==> config.mk <==
export PLATFORM = sky130hd
export DESIGN_NAME = acc_cpu
export DESIGN_NICKNAME = d
export VERILOG_FILES = /design/src/rtl/acc_cpu_pkg.sv /design/src/rtl/acc_ram.sv /design/src/rtl/acc_alu.sv /design/src/rtl/acc_seq.sv /design/src/rtl/acc_cpu.sv
export SDC_FILE = /design/constraint.sdc
export NUM_CORES = 1
export LEC_CHECK = 0
export ABC_AREA = 0
export CAP_MARGIN = 15
export CORE_MARGIN = 10
export CORE_UTILIZATION = 60
export CTS_CLUSTER_DIAMETER = 30
export DETAILED_ROUTE_END_ITERATION = 10
export HOLD_SLACK_MARGIN = 0.02
export MAX_ROUTING_LAYER = met4
export PLACE_DENSITY = 0.8
export SLEW_MARGIN = 25
export SYNTH_ARGS = -nofsm -noshare
export SYNTH_HDL_FRONTEND = slang
export SYNTH_SLANG_ARGS = --single-unit
export TNS_END_PERCENT = 5
==> constraint.sdc <==
create_clock -name clk -period 8.3 [get_ports clk]
set_clock_uncertainty 0.1 [all_clocks]
set_input_delay 1.66 -clock clk [delete_from_list [all_inputs] [get_ports clk]]
set_output_delay 1.66 -clock clk [all_outputs]
set_load 0.03 [all_outputs]
==> src/rtl/acc_cpu_pkg.sv <==
package acc_cpu_pkg;

  localparam int DATA_W  = 8;
  localparam int ADDR_W  = 4;
  localparam int N_STEPS = 6;

  localparam logic [3:0] OPC_LOAD = 4'h0;
  localparam logic [3:0] OPC_ADD  = 4'h1;
  localparam logic [3:0] OPC_SUB  = 4'h2;
  localparam logic [3:0] OPC_SHOW = 4'hE;
  localparam logic [3:0] OPC_STOP = 4'hF;

  typedef struct packed {
    logic pc_oe;
    logic pc_inc;
    logic mar_ld;
    logic ram_oe;
    logic ir_ld;
    logic ir_oe;
    logic acc_ld;
    logic acc_oe;
    logic opd_ld;
    logic alu_oe;
    logic alu_sub;
    logic out_ld;
    logic stop;
  } ctrl_t;

endpackage

==> src/rtl/acc_ram.sv <==
module acc_ram #(
  parameter int DW = 8,
  parameter int AW = 4
) (
  input  logic          clk,
  input  logic          we,
  input  logic [AW-1:0] waddr,
  input  logic [DW-1:0] wdata,
  input  logic [AW-1:0] raddr,
  output logic [DW-1:0] rdata
);
  localparam int DEPTH = 1 << AW;

  logic [DW-1:0] mem [DEPTH];

  always_ff @(posedge clk) begin
    if (we) mem[waddr] <= wdata;
  end

  assign rdata = mem[raddr];

endmodule

==> src/rtl/acc_alu.sv <==
module acc_alu #(
  parameter int DW = 8
) (
  input  logic [DW-1:0] a,
  input  logic [DW-1:0] b,
  input  logic          sub,
  output logic [DW-1:0] y
);
  logic [DW-1:0] b_eff;

  always_comb begin
    b_eff = sub ? ~b : b;
    y     = a + b_eff + {{(DW-1){1'b0}}, sub};
  end

endmodule

==> src/rtl/acc_seq.sv <==
module acc_seq
  import acc_cpu_pkg::*;
#(
  parameter int NS = 6
) (
  input  logic       clk,
  input  logic       rst_n,
  input  logic [3:0] opcode,
  output ctrl_t      ctrl,
  output logic       halted
);
  logic [NS-1:0] ring;
  logic          is_mem_op;
  logic          is_arith;

  always_ff @(posedge clk) begin
    if (!rst_n) begin
      ring   <= {{(NS-1){1'b0}}, 1'b1};
      halted <= 1'b0;
    end else if (!halted) begin
      ring <= {ring[NS-2:0], ring[NS-1]};
      if (ctrl.stop) halted <= 1'b1;
    end
  end

  assign is_arith  = (opcode == OPC_ADD) || (opcode == OPC_SUB);
  assign is_mem_op = is_arith || (opcode == OPC_LOAD);

  always_comb begin
    ctrl = '0;
    if (!halted) begin
      if (ring[0]) begin
        ctrl.pc_oe  = 1'b1;
        ctrl.mar_ld = 1'b1;
      end
      if (ring[1]) ctrl.pc_inc = 1'b1;
      if (ring[2]) begin
        ctrl.ram_oe = 1'b1;
        ctrl.ir_ld  = 1'b1;
      end
      if (ring[3]) begin
        if (is_mem_op) begin
          ctrl.ir_oe  = 1'b1;
          ctrl.mar_ld = 1'b1;
        end
        if (opcode == OPC_SHOW) begin
          ctrl.acc_oe = 1'b1;
          ctrl.out_ld = 1'b1;
        end
        if (opcode == OPC_STOP) ctrl.stop = 1'b1;
      end
      if (ring[4]) begin
        if (opcode == OPC_LOAD) begin
          ctrl.ram_oe = 1'b1;
          ctrl.acc_ld = 1'b1;
        end
        if (is_arith) begin
          ctrl.ram_oe = 1'b1;
          ctrl.opd_ld = 1'b1;
        end
      end
      if (ring[5] && is_arith) begin
        ctrl.alu_oe  = 1'b1;
        ctrl.acc_ld  = 1'b1;
        ctrl.alu_sub = (opcode == OPC_SUB);
      end
    end
  end


  ring_onehot_chk: assert property (@(posedge clk) disable iff (!rst_n)
    $onehot(ring));


  halt_sticky_chk: assert property (@(posedge clk) disable iff (!rst_n)
    halted |=> halted);


  halt_freeze_chk: assert property (@(posedge clk) disable iff (!rst_n)
    halted |=> $stable(ring));

endmodule

==> src/rtl/acc_cpu.sv <==
module acc_cpu
  import acc_cpu_pkg::*;
(
  input  logic              clk,
  input  logic              rst_n,
  input  logic              prog_we,
  input  logic [ADDR_W-1:0] prog_addr,
  input  logic [DATA_W-1:0] prog_data,
  output logic [DATA_W-1:0] out_leds,
  output logic              out_valid,
  output logic              halted
);
  localparam int PAD_W = DATA_W - ADDR_W;

  ctrl_t             ctrl;
  logic [ADDR_W-1:0] pc;
  logic [ADDR_W-1:0] mar;
  logic [DATA_W-1:0] ir;
  logic [DATA_W-1:0] acc;
  logic [DATA_W-1:0] opd;
  logic [DATA_W-1:0] bus;
  logic [DATA_W-1:0] ram_q;
  logic [DATA_W-1:0] alu_y;
  logic              ram_we;

  assign ram_we = prog_we && !rst_n;

  acc_ram #(.DW(DATA_W), .AW(ADDR_W)) u_ram (
    .clk   (clk),
    .we    (ram_we),
    .waddr (prog_addr),
    .wdata (prog_data),
    .raddr (mar),
    .rdata (ram_q)
  );

  acc_alu #(.DW(DATA_W)) u_alu (
    .a   (acc),
    .b   (opd),
    .sub (ctrl.alu_sub),
    .y   (alu_y)
  );

  acc_seq #(.NS(N_STEPS)) u_seq (
    .clk    (clk),
    .rst_n  (rst_n),
    .opcode (ir[DATA_W-1 -: 4]),
    .ctrl   (ctrl),
    .halted (halted)
  );

  always_comb begin
    bus = '0;
    if (ctrl.pc_oe)  bus = {{PAD_W{1'b0}}, pc};
    if (ctrl.ram_oe) bus = ram_q;
    if (ctrl.ir_oe)  bus = {{PAD_W{1'b0}}, ir[ADDR_W-1:0]};
    if (ctrl.acc_oe) bus = acc;
    if (ctrl.alu_oe) bus = alu_y;
  end

  always_ff @(posedge clk) begin
    if (!rst_n) begin
      pc        <= '0;
      mar       <= '0;
      ir        <= '0;
      acc       <= '0;
      opd       <= '0;
      out_leds  <= '0;
      out_valid <= 1'b0;
    end else begin
      if (ctrl.pc_inc) pc       <= pc + 1'b1;
      if (ctrl.mar_ld) mar      <= bus[ADDR_W-1:0];
      if (ctrl.ir_ld)  ir       <= bus;
      if (ctrl.acc_ld) acc      <= bus;
      if (ctrl.opd_ld) opd      <= bus;
      if (ctrl.out_ld) out_leds <= bus;
      out_valid <= ctrl.out_ld;
    end
  end


  bus_single_src_chk: assert property (@(posedge clk) disable iff (!rst_n)
    $onehot0({ctrl.pc_oe, ctrl.ram_oe, ctrl.ir_oe, ctrl.acc_oe, ctrl.alu_oe}));


  out_pulse_chk: assert property (@(posedge clk) disable iff (!rst_n)
    out_valid |=> !out_valid);


  out_hold_chk: assert property (@(posedge clk) disable iff (!rst_n)
    !$stable(out_leds) |-> out_valid);


  pc_step_chk: assert property (@(posedge clk) disable iff (!rst_n)
    ctrl.pc_inc |=> pc == $past(pc) + 1'b1);

endmodule

## Yosys cells after proc, flatten, opt, wreduce, memory -nomap -nowiden

Memory sizes are Yosys's and may differ from the RTL's. A register that Yosys moved wholly into a read port is not among the register bits.
Index checks and enable logic that the tools add are counted.
W data, S select, Z words.

| operators by class | value |
|---|---|
| add/sub/neg operators | 3 |
| equality and inequality tests | 4 |
| mux-type cells | 33 |
| bitwise operators | 1 |
| reductions and logical operators | 6 |

Operators with widths:

| cell | count |
|---|---|
| $mux W8 | 5 |
| $mux W1 | 21 |
| $mux W13 | 1 |
| $mux W4 | 3 |
| $add A8 B1 Y8 | 1 |
| $add A8 B8 Y8 | 1 |
| $eq A4 B4 Y1 const B | 2 |
| $not A8 Y8 | 1 |
| $mux W2 | 3 |
| $add A4 B1 Y4 const B | 1 |
| $eq A4 B1 Y1 const B | 1 |
| $eq A4 B2 Y1 const B | 1 |
| $logic_not A4 Y1 | 1 |
| $logic_and A1 B1 Y1 | 2 |
| $logic_or A1 B1 Y1 | 2 |
| $logic_not A1 Y1 | 1 |

| word-level totals | value |
|---|---|
| flip-flop bits (word level) | 48 |
| bits in writable memories | 128 |
| input port bits | 15 |
| output and inout bits | 10 |
| memories | 1 |

Memories:

| memory | words | bits a word | read ports | clocked after memory_dff | write ports | line | RTL |
|---|---|---|---|---|---|---|---|
| u_ram.mem | 16 | 8 | 1 | 1 | 1 | acc_ram.sv:14 | `logic [DW-1:0] mem [DEPTH];` |

## Depth between registers and ports, before layout

Gate-level depths: netlist of run 1.

| logic depth | value |
|---|---|
| word-level depth | 13 |
| mapped depth | 12 |

## Modules after synthesis

Synthesis of run 1 repeated with hierarchy kept, for this count alone.

| unflattened totals | value |
|---|---|
| cells, all modules | 507 |
| area total of the unflattened synthesis | 7668.6 um^2 |

Modules (own cells, without submodules):

| module | times used | cells an instance | area an instance (um^2) | sequential area each (um^2) |
|---|---|---|---|---|
| acc_ram | 1 | 221 | 4987.3 | 3843.7 |
| acc_cpu | 1 | 192 | 1891.8 | 820.8 |
| acc_seq | 1 | 47 | 395.4 | 140.1 |
| acc_alu | 1 | 47 | 394.1 | 0.0 |

## Worst setup path before layout of run 1

No wires, ideal clock.

| path | value |
|---|---|
| path kind | input -> register |
| from | input rst_n |
| to | memory u_ram.mem[4][0] (enable) |
| arrival | 3.083 ns |
| data required time | 7.817 ns |
| setup slack | 4.734 ns |
| stages on the path | 4 |
| path through | clkbuf_1 > nand2b_1 > or3b_2 > nor3_1 |

| on the way | value |
|---|---|
| longest elaborated chain between the ends | 4 |

Ends and longest elaborated chain:

| what | line | RTL |
|---|---|---|
| start: declaration | acc_cpu.sv:5 | `input logic rst_n,` |
| $logic_not A1 Y1 | -- |  |
| $logic_and A1 B1 Y1 | acc_cpu.sv:26 | `assign ram_we = prog_we && !rst_n;` |
| $mux W1 | acc_ram.sv:17 | `if (we) mem[waddr] <= wdata;` |
| $mux W1 (not written as such) | acc_ram.sv:17 |  |
| end: declaration | acc_ram.sv:14 |  |

Every way passes these cells.

## Worst setup path after layout of run 1

| path | value |
|---|---|
| from | register u_seq.halted |
| to | register ir[6] |

| on the way | value |
|---|---|
| longest elaborated chain between the ends | 5 |

Ends and longest elaborated chain:

| what | line | RTL |
|---|---|---|
| start: declaration | acc_seq.sv:10 | `output logic halted` |
| start signal: assignment | acc_seq.sv:19 | `halted <= 1'b0;` |
| start signal: assignment | acc_seq.sv:22 | `if (ctrl.stop) halted <= 1'b1;` |
| $mux W13 (*) | acc_seq.sv:31 | `if (!halted) begin` |
| $mux W8, on equally long branches | acc_alu.sv:12, acc_cpu.sv:55 |  |
| $add A8 B8 Y8 or $mux W8 (tied branches) | acc_alu.sv:13, acc_cpu.sv:56 |  |
| $add A8 B1 Y8 or $mux W8 (tied branches) | acc_alu.sv:13, acc_cpu.sv:57 |  |
| $mux W8 | acc_cpu.sv:58 | `if (ctrl.alu_oe) bus = alu_y;` |
| end signal: assignment | acc_cpu.sv:73 | `if (ctrl.ir_ld) ir <= bus;` |
| end: declaration | acc_cpu.sv:18 | `logic [DATA_W-1:0] ir;` |

Every way passes the cells marked *; elsewhere a longest branch is shown, timed or not.
A chain may end at the register's enable or synchronous reset.

==> results.json, run 1 <==
{
  "routed_via_density": 6.338,
  "yosysMostFrequentCell": "edfxtp_1",
  "synth_edf_count": 128,
  "die_w_um": 132.1,
  "drt-met1-wl_mm": 6.317,
  "ctsHoldBuffers": 0,
  "fin_nets": 573,
  "clock_latency_ns": 0.44,
  "cap_violations": 0,
  "die_y_um": 132.1,
  "grt_max_degree": 56,
  "synth.yosys.seq_area_share_pct": 64.79,
  "portBuffers": 24,
  "dr.pass1.iters": 5,
  "num_antenna_cells": 0,
  "min_period_ns": 3.925,
  "wirelength_mm": 16.43,
  "min_from": "out_leds[2]$_SDFFE_PN0P_",
  "synth_seq_cells": 180,
  "max-clock-path-buffers": 2,
  "met2_length_mm": 8.477,
  "max_clock_freq_mhz": 254.8,
  "ios": 25,
  "synthTopCellsByArea": "edfxtp_1 (51%), dfxtp_1 (14%), mux4_2 (8.4%), nand2_1 (2.6%), mux2i_1 (2.3%)",
  "cts.repair.resized": 0,
  "setup_viol": 0,
  "grt.total_usage_pct": 20.15,
  "post_cts_buffers": 0,
  "worstPathRequired_ns": 8.48,
  "worstMarginPinSlew_ns": 0.9894,
  "wl_per_cell_um": 22.60,
  "cts_buffers": 17,
  "cp_max_fo": 17,
  "top_layer_used": "met4",
  "start_util_pct": 62.00,
  "hold_end": "out_leds[2]$_SDFFE_PN0P_",
  "rsz0062_at_grt": "false",
  "fin_tns_setup_ns": 0,
  "final_antenna_net_count": 0,
  "synthFlopType": "edfxtp_1",
  "hold_violations": 0,
  "final-max-slew-violation-count": 0,
  "cp.arrival_ns": 4.10,
  "endpoint_kind": "flip-flop",
  "dr_wl_met3_mm": 1.157,
  "clkTransAtPathRegs_ns": 0.06,
  "syn_avg_cell_area_um2": 14.31,
  "timing.hold.ws_ns": 0.3638,
  "cts_max_level": 4,
  "post_route_cells_drive_above_1_share_pct": 13.24,
  "gp_congestion": 0.8960,
  "fin_crit_sh_pct": 47.29,
  "hold_depth": 2,
  "power_leakage_nw": 2.743,
  "syn_to_final_growth_pct": 11.77,
  "dp_hpwl_mm": 10.95,
  "critical_path_class": "reg2reg",
  "startpoint_type": "flip-flop",
  "drcViolationCount": 0,
  "ir_drop_v": 0.0002417,
  "synth_cell_types": 54,
  "core_area_um2": 12160,
  "outcome": "finished clean",
  "dieArea_um2": 17450,
  "gr-total-overflow": 0,
  "grt_pass1_wl_mm": 26.10,
  "drtIter0Drc": 567,
  "netlist.area_leader.share_pct": 50.98,
  "placementRows": 40,
  "vias": 4608,
  "slew_headroom_pct": 33.80,
  "regToRegEndpoint": "ir[6]$_SDFFE_PN0P_",
  "cts.sinks": 180,
  "hold_path.class": "reg2reg",
  "power_density_nw_per_um2": 213.6,
  "cts_tree": "done",
  "syn_nets": 552,
  "grt_pass1_vias": 4715,
  "syn_inst": 527,
  "root_buffer": "clkbuf_16",
  "synth.cell_area_um2": 7540,
  "r2r_cells": 10,
  "nFillCells": 801,
  "synth_warnings": 0,
  "antenna_found_initial": 0,
  "yosys.area.top_type": "edfxtp_1",
  "synthTopCellsByCount": "edfxtp_1 (128), nand2_1 (53), dfxtp_1 (52)",
  "r2r_start": "u_seq.halted$_SDFF_PN0_",
  "reg2reg_slack_ns": 4.38,
  "async_flop_share_pct": 0
}
[cell usage in the layout, fill, tap and decap left out, types with 14 or more instances in the layout]
cell / instances
o21ai_0: 21
mux2i_1: 17
clkdlybuf4s50_1: 24
dfxtp_1: 51
nand2_1: 53
o22ai_1: 14
mux4_2: 28
a21oi_1: 25
edfxtp_1: 128
clkbuf_16: 17
nor2_1: 23
[final cells by class]
type,count,area [µm²],share of cell area (%)
clock inverter,13,98.84,1.173
inverter,1,3.754,0.04454
clock buffer,17,425.4,5.048
timing repair buffer,29,277.8,3.296
multi-input combinational,319,2525,29.96
sequential,180,4886,57.98
tap,168,210.2,2.494
[through the flow]
| stage | cells | power, mW | util [%] | cell area, µm² | worst slack (ns) |
|---|---|---|---|---|---|
| after floorplan | 527 | 1.060 | - | 7540 | 4.734 |
| after global placement | 697 | 1.090 | 64.81 | 7883 | 3.992 |
| after detailed placement | 697 | 1.094 | 64.90 | 7893 | 3.827 |
| after CTS | 727 | 1.810 | 69.21 | 8417 | 4.285 |
| after global routing | 727 | 1.857 | 69.29 | 8427 | 4.185 |
| final | 727 | 1.800 | 69.29 | 8427 | 4.375 |
[metal layers]
layer  up-vias  global-route usage [%]
met5         -                       -
met4         0                   8.467
met3        46                   5.069
met2       217                   33.03
met1      2270                   23.17
li1       2075                       -
[logic make-up after synthesis]
logic type                 after synthesis  synth area share, %
and+or+nand+nor                        140                9.127
AOI/OAI and AO/OA                      104                9.111
xor gates and xnor gates                19                2.456
adders and majority gates               10                1.759
buffers and inverters                   28                1.991
DFF                                    180                64.79
muxes                                   46                10.77
[worst max path at each step]
stage | from | to | slack (ns) | cells past startpoint
after floorplan | rst_n | u_ram.mem[4][0]$_DFFE_PP_ | 4.73 | 4
after global placement | rst_n | u_ram.mem[4][3]$_DFFE_PP_ | 3.99 | 5
after detailed placement | rst_n | u_ram.mem[4][3]$_DFFE_PP_ | 3.83 | 5
after CTS | rst_n | u_ram.mem[4][3]$_DFFE_PP_ | 4.29 | 5
after global routing | u_seq.halted$_SDFF_PN0_ | acc[6]$_SDFFE_PN0P_ | 4.19 | 10
final | u_seq.halted$_SDFF_PN0_ | ir[6]$_SDFFE_PN0P_ | 4.38 | 10
[worst max-delay path, stage by stage (launching register included)]
cell and delay, ns:
dfxtp_1 0.50, or4b_4 0.64, or2_1 0.44, xnor2_1 0.24, fa_1 0.45, a211oi_1 0.25
o21bai_1 0.11, a21oi_1 0.21, xnor2_1 0.09, a221oi_1 0.60, a21oi_1 0.14
[where the power goes]
part | leakage, nW | total [mW] | internal, mW | switching (mW)
Clock | 0.255 | 0.724 | 0.384 | 0.341
Sequential | 1.57 | 0.982 | 0.974 | 0.00808
Combinational | 0.913 | 0.0936 | 0.0388 | 0.0548
Total | 2.74 | 1.80 | 1.40 | 0.404
[sequential cells by signal, summed over array words and instances (netlist names), named ones only]
name	count
ir	8
opd	8
out_leds	8
mar	4
acc	8
out_valid	1
u_seq.ring	6
u_ram.mem	128
pc	4
u_seq.halted	1
Note: power is estimated with default switching activity, not from simulation.
==> run 2, diff against run 1 <==
--- a/config.mk
+++ b/config.mk
@@ -8,12 +8,12 @@
 export ABC_AREA = 0
 export CAP_MARGIN = 15
 export CORE_MARGIN = 10
-export CORE_UTILIZATION = 60
+export CORE_UTILIZATION = 55
 export CTS_CLUSTER_DIAMETER = 30
 export DETAILED_ROUTE_END_ITERATION = 10
 export HOLD_SLACK_MARGIN = 0.02
 export MAX_ROUTING_LAYER = met4
-export PLACE_DENSITY = 0.8
+export PLACE_DENSITY = 0.78
 export SLEW_MARGIN = 25
 export SYNTH_ARGS = -nofsm -noshare
 export SYNTH_HDL_FRONTEND = slang
==> constraint.sdc (replaced) <==
create_clock -name clk -period 3.2 [get_ports clk]
set_clock_uncertainty 0.1 [all_clocks]
set_input_delay 0.64 -clock clk [delete_from_list [all_inputs] [get_ports clk]]
set_output_delay 0.64 -clock clk [all_outputs]
set_load 0.03 [all_outputs]
==> results.json, run 2 (same netlist as run 1, synthesis figures left out) <==
{
  "max_clock_freq_mhz": 329.5,
  "ctsHoldBuffers": 0,
  "portBuffers": 24,
  "setup_viol": 0,
  "worst-path-buf-inv": 1,
  "endpoint_kind": "flip-flop",
  "grt_pass1_wl_mm": 26.72,
  "die_w_um": 137.1,
  "fin_nets": 606,
  "max-clock-path-buffers": 2,
  "largest_register": "u_ram.mem",
  "outcome": "finished clean",
  "slowest_stage": "or4b_4",
  "cp.depth": 11,
  "drcViolationCount": 0,
  "critical_path_class": "reg2reg",
  "final_antenna_net_count": 0,
  "cpPeakStageDelay_ns": 0.54,
  "cp_max_fo": 6,
  "rsz0062_at_grt": "true",
  "gp_congestion": 0.8908,
  "hold_depth": 2,
  "final_area_um2": 8750,
  "worstPathRequired_ns": 3.41,
  "syn_to_final_growth_pct": 16.05,
  "clkTransAtPathRegs_ns": 0.06,
  "fin_tns_setup_ns": 0,
  "worstMarginPinSlew_ns": 0.6939,
  "timing.hold.ws_ns": 0.3654,
  "start_util_pct": 56.49,
  "p_total_mw": 4.731,
  "routed_via_density": 6.208,
  "num_antenna_cells": 0,
  "power_leakage_nw": 2.957,
  "cap_violations": 0,
  "die_y_um": 137.1,
  "crit_path_cell_trace": "or4b_4, or2_4, buf_4, xnor2_1, ha_1, nand4_1, o221ai_1, a21oi_1, xnor2_1, a221oi_2, a21oi_1",
  "nFillCells": 937,
  "cts_tree": "done",
  "grt_max_degree": 55,
  "place_area_um2": 8153,
  "cts_max_level": 4,
  "largest_reg_flops": 128,
  "cp.arrival_ns": 3.25,
  "final-max-slew-violation-count": 0,
  "grt_pass1_vias": 4884,
  "dp_hpwl_mm": 11.30,
  "power_density_nw_per_um2": 540.7,
  "wl_per_cell_um": 21.61,
  "ios": 25,
  "ir_drop_v": 0.0005117,
  "clock_latency_ns": 0.44,
  "final_common_cell": "edfxtp_1",
  "gr-total-overflow": 0,
  "vias": 4780,
  "placementRows": 42,
  "wirelength_mm": 16.64,
  "fin_crit_sh_pct": 94.85,
  "r2r_cells": 11,
  "grt.total_usage_pct": 19.37,
  "drtIter0Drc": 365,
  "fin_util_pct": 65.55,
  "mostFrequentLayoutCells": "edfxtp_1 (128), nand2_1 (53), dfxtp_1 (51), buf_4 (37), mux4_2 (28)",
  "antenna_found_initial": 0,
  "slew_headroom_pct": 53.68,
  "dr.pass1.iters": 5,
  "dieArea_um2": 18790,
  "cts.sinks": 180,
  "startpoint_type": "flip-flop",
  "crit_family": "simple AND/OR/NAND/NOR gates",
  "root_buffer": "clkbuf_16",
  "min_period_ns": 3.035,
  "hold_violations": 0,
  "post_route_cells_drive_above_1_share_pct": 19.36,
  "core_area_um2": 13350,
  "cts_buffers": 17,
  "hold_path.class": "reg2reg"
}
-- run 2: cell count changes in the layout (fill, tap and decap cells not counted), moves of 2 or more --
cell     previous run  this run
buf_4               5        37
nor3_1              3         7
nor3_2              4         0
a21oi_1            25        22
a21oi_2             0         3
xnor2_1            13        11
xnor2_2             0         2
-- run 2: metal layers --
| layer | wire [µm] | vias up | GRT usage (%) |
|---|---|---|---|
| li1 | - | 2137 | - |
| met1 | 6708 | 2416 | 23.25 |
| met2 | 8656 | 190 | 31.42 |
| met3 | 857 | 37 | 4.399 |
| met4 | 416 | 0 | 7.319 |
| met5 | 0 | - | - |
-- run 2: path summary, 6_finish.rpt --
check | start | to | slack (ns)
worst min register to register | out_leds[4]$_SDFFE_PN0P_ | out_leds[4]$_SDFFE_PN0P_ | 0.37
worst min-delay path | out_leds[4]$_SDFFE_PN0P_ | out_leds[4]$_SDFFE_PN0P_ | 0.37
worst max register to register | ir[7]$_SDFFE_PN0P_ | ir[7]$_SDFFE_PN0P_ | 0.16
worst max-delay path | ir[7]$_SDFFE_PN0P_ | ir[7]$_SDFFE_PN0P_ | 0.16
-- run 2: layout make-up --
class	instances	area [µm²]	area share [%]
clock buffer	18	429.2	4.905
clock inverter	14	120.1	1.373
inverter	1	3.754	0.04290
multi-input combinational	319	2552	29.17
sequential	180	4886	55.84
tap	176	220.2	2.517
timing repair buffer	62	538.0	6.149
-- run 2: through the flow --
| step | instances | worst slack [ns] |
|---|---|---|
| finish | 770 | 0.1647 |
| global route | 770 | -0.02798 |
| CTS | 770 | 0.01325 |
| detailed placement | 738 | -0.06715 |
| global placement | 738 | 0.06151 |
| floorplan | 527 | 0.01305 |
-- run 2: timing repair --
| item | 4_1_cts | 5_1_grt |
|---|---|---|
| pin swaps | 0 | 2 |
| buffers inserted | 0 | 0 |
| resized for setup | 3 | 8 |
| endpoints found under the setup margin | 6 | 23 |
-- run 2: worst min-delay path, stage by stage (launching register included) --
cell and delay, ns:
dfxtp_1 0.31, nand2_1 0.05, a21boi_0 0.06
-- run 2: power by group --
part	leakage (nW)	internal, mW	switching, mW	total, mW
combinational	1.11	0.112	0.136	0.248
clock	0.271	1.02	0.917	1.93
sequential	1.57	2.53	0.0238	2.55
total	2.96	3.65	1.08	4.73
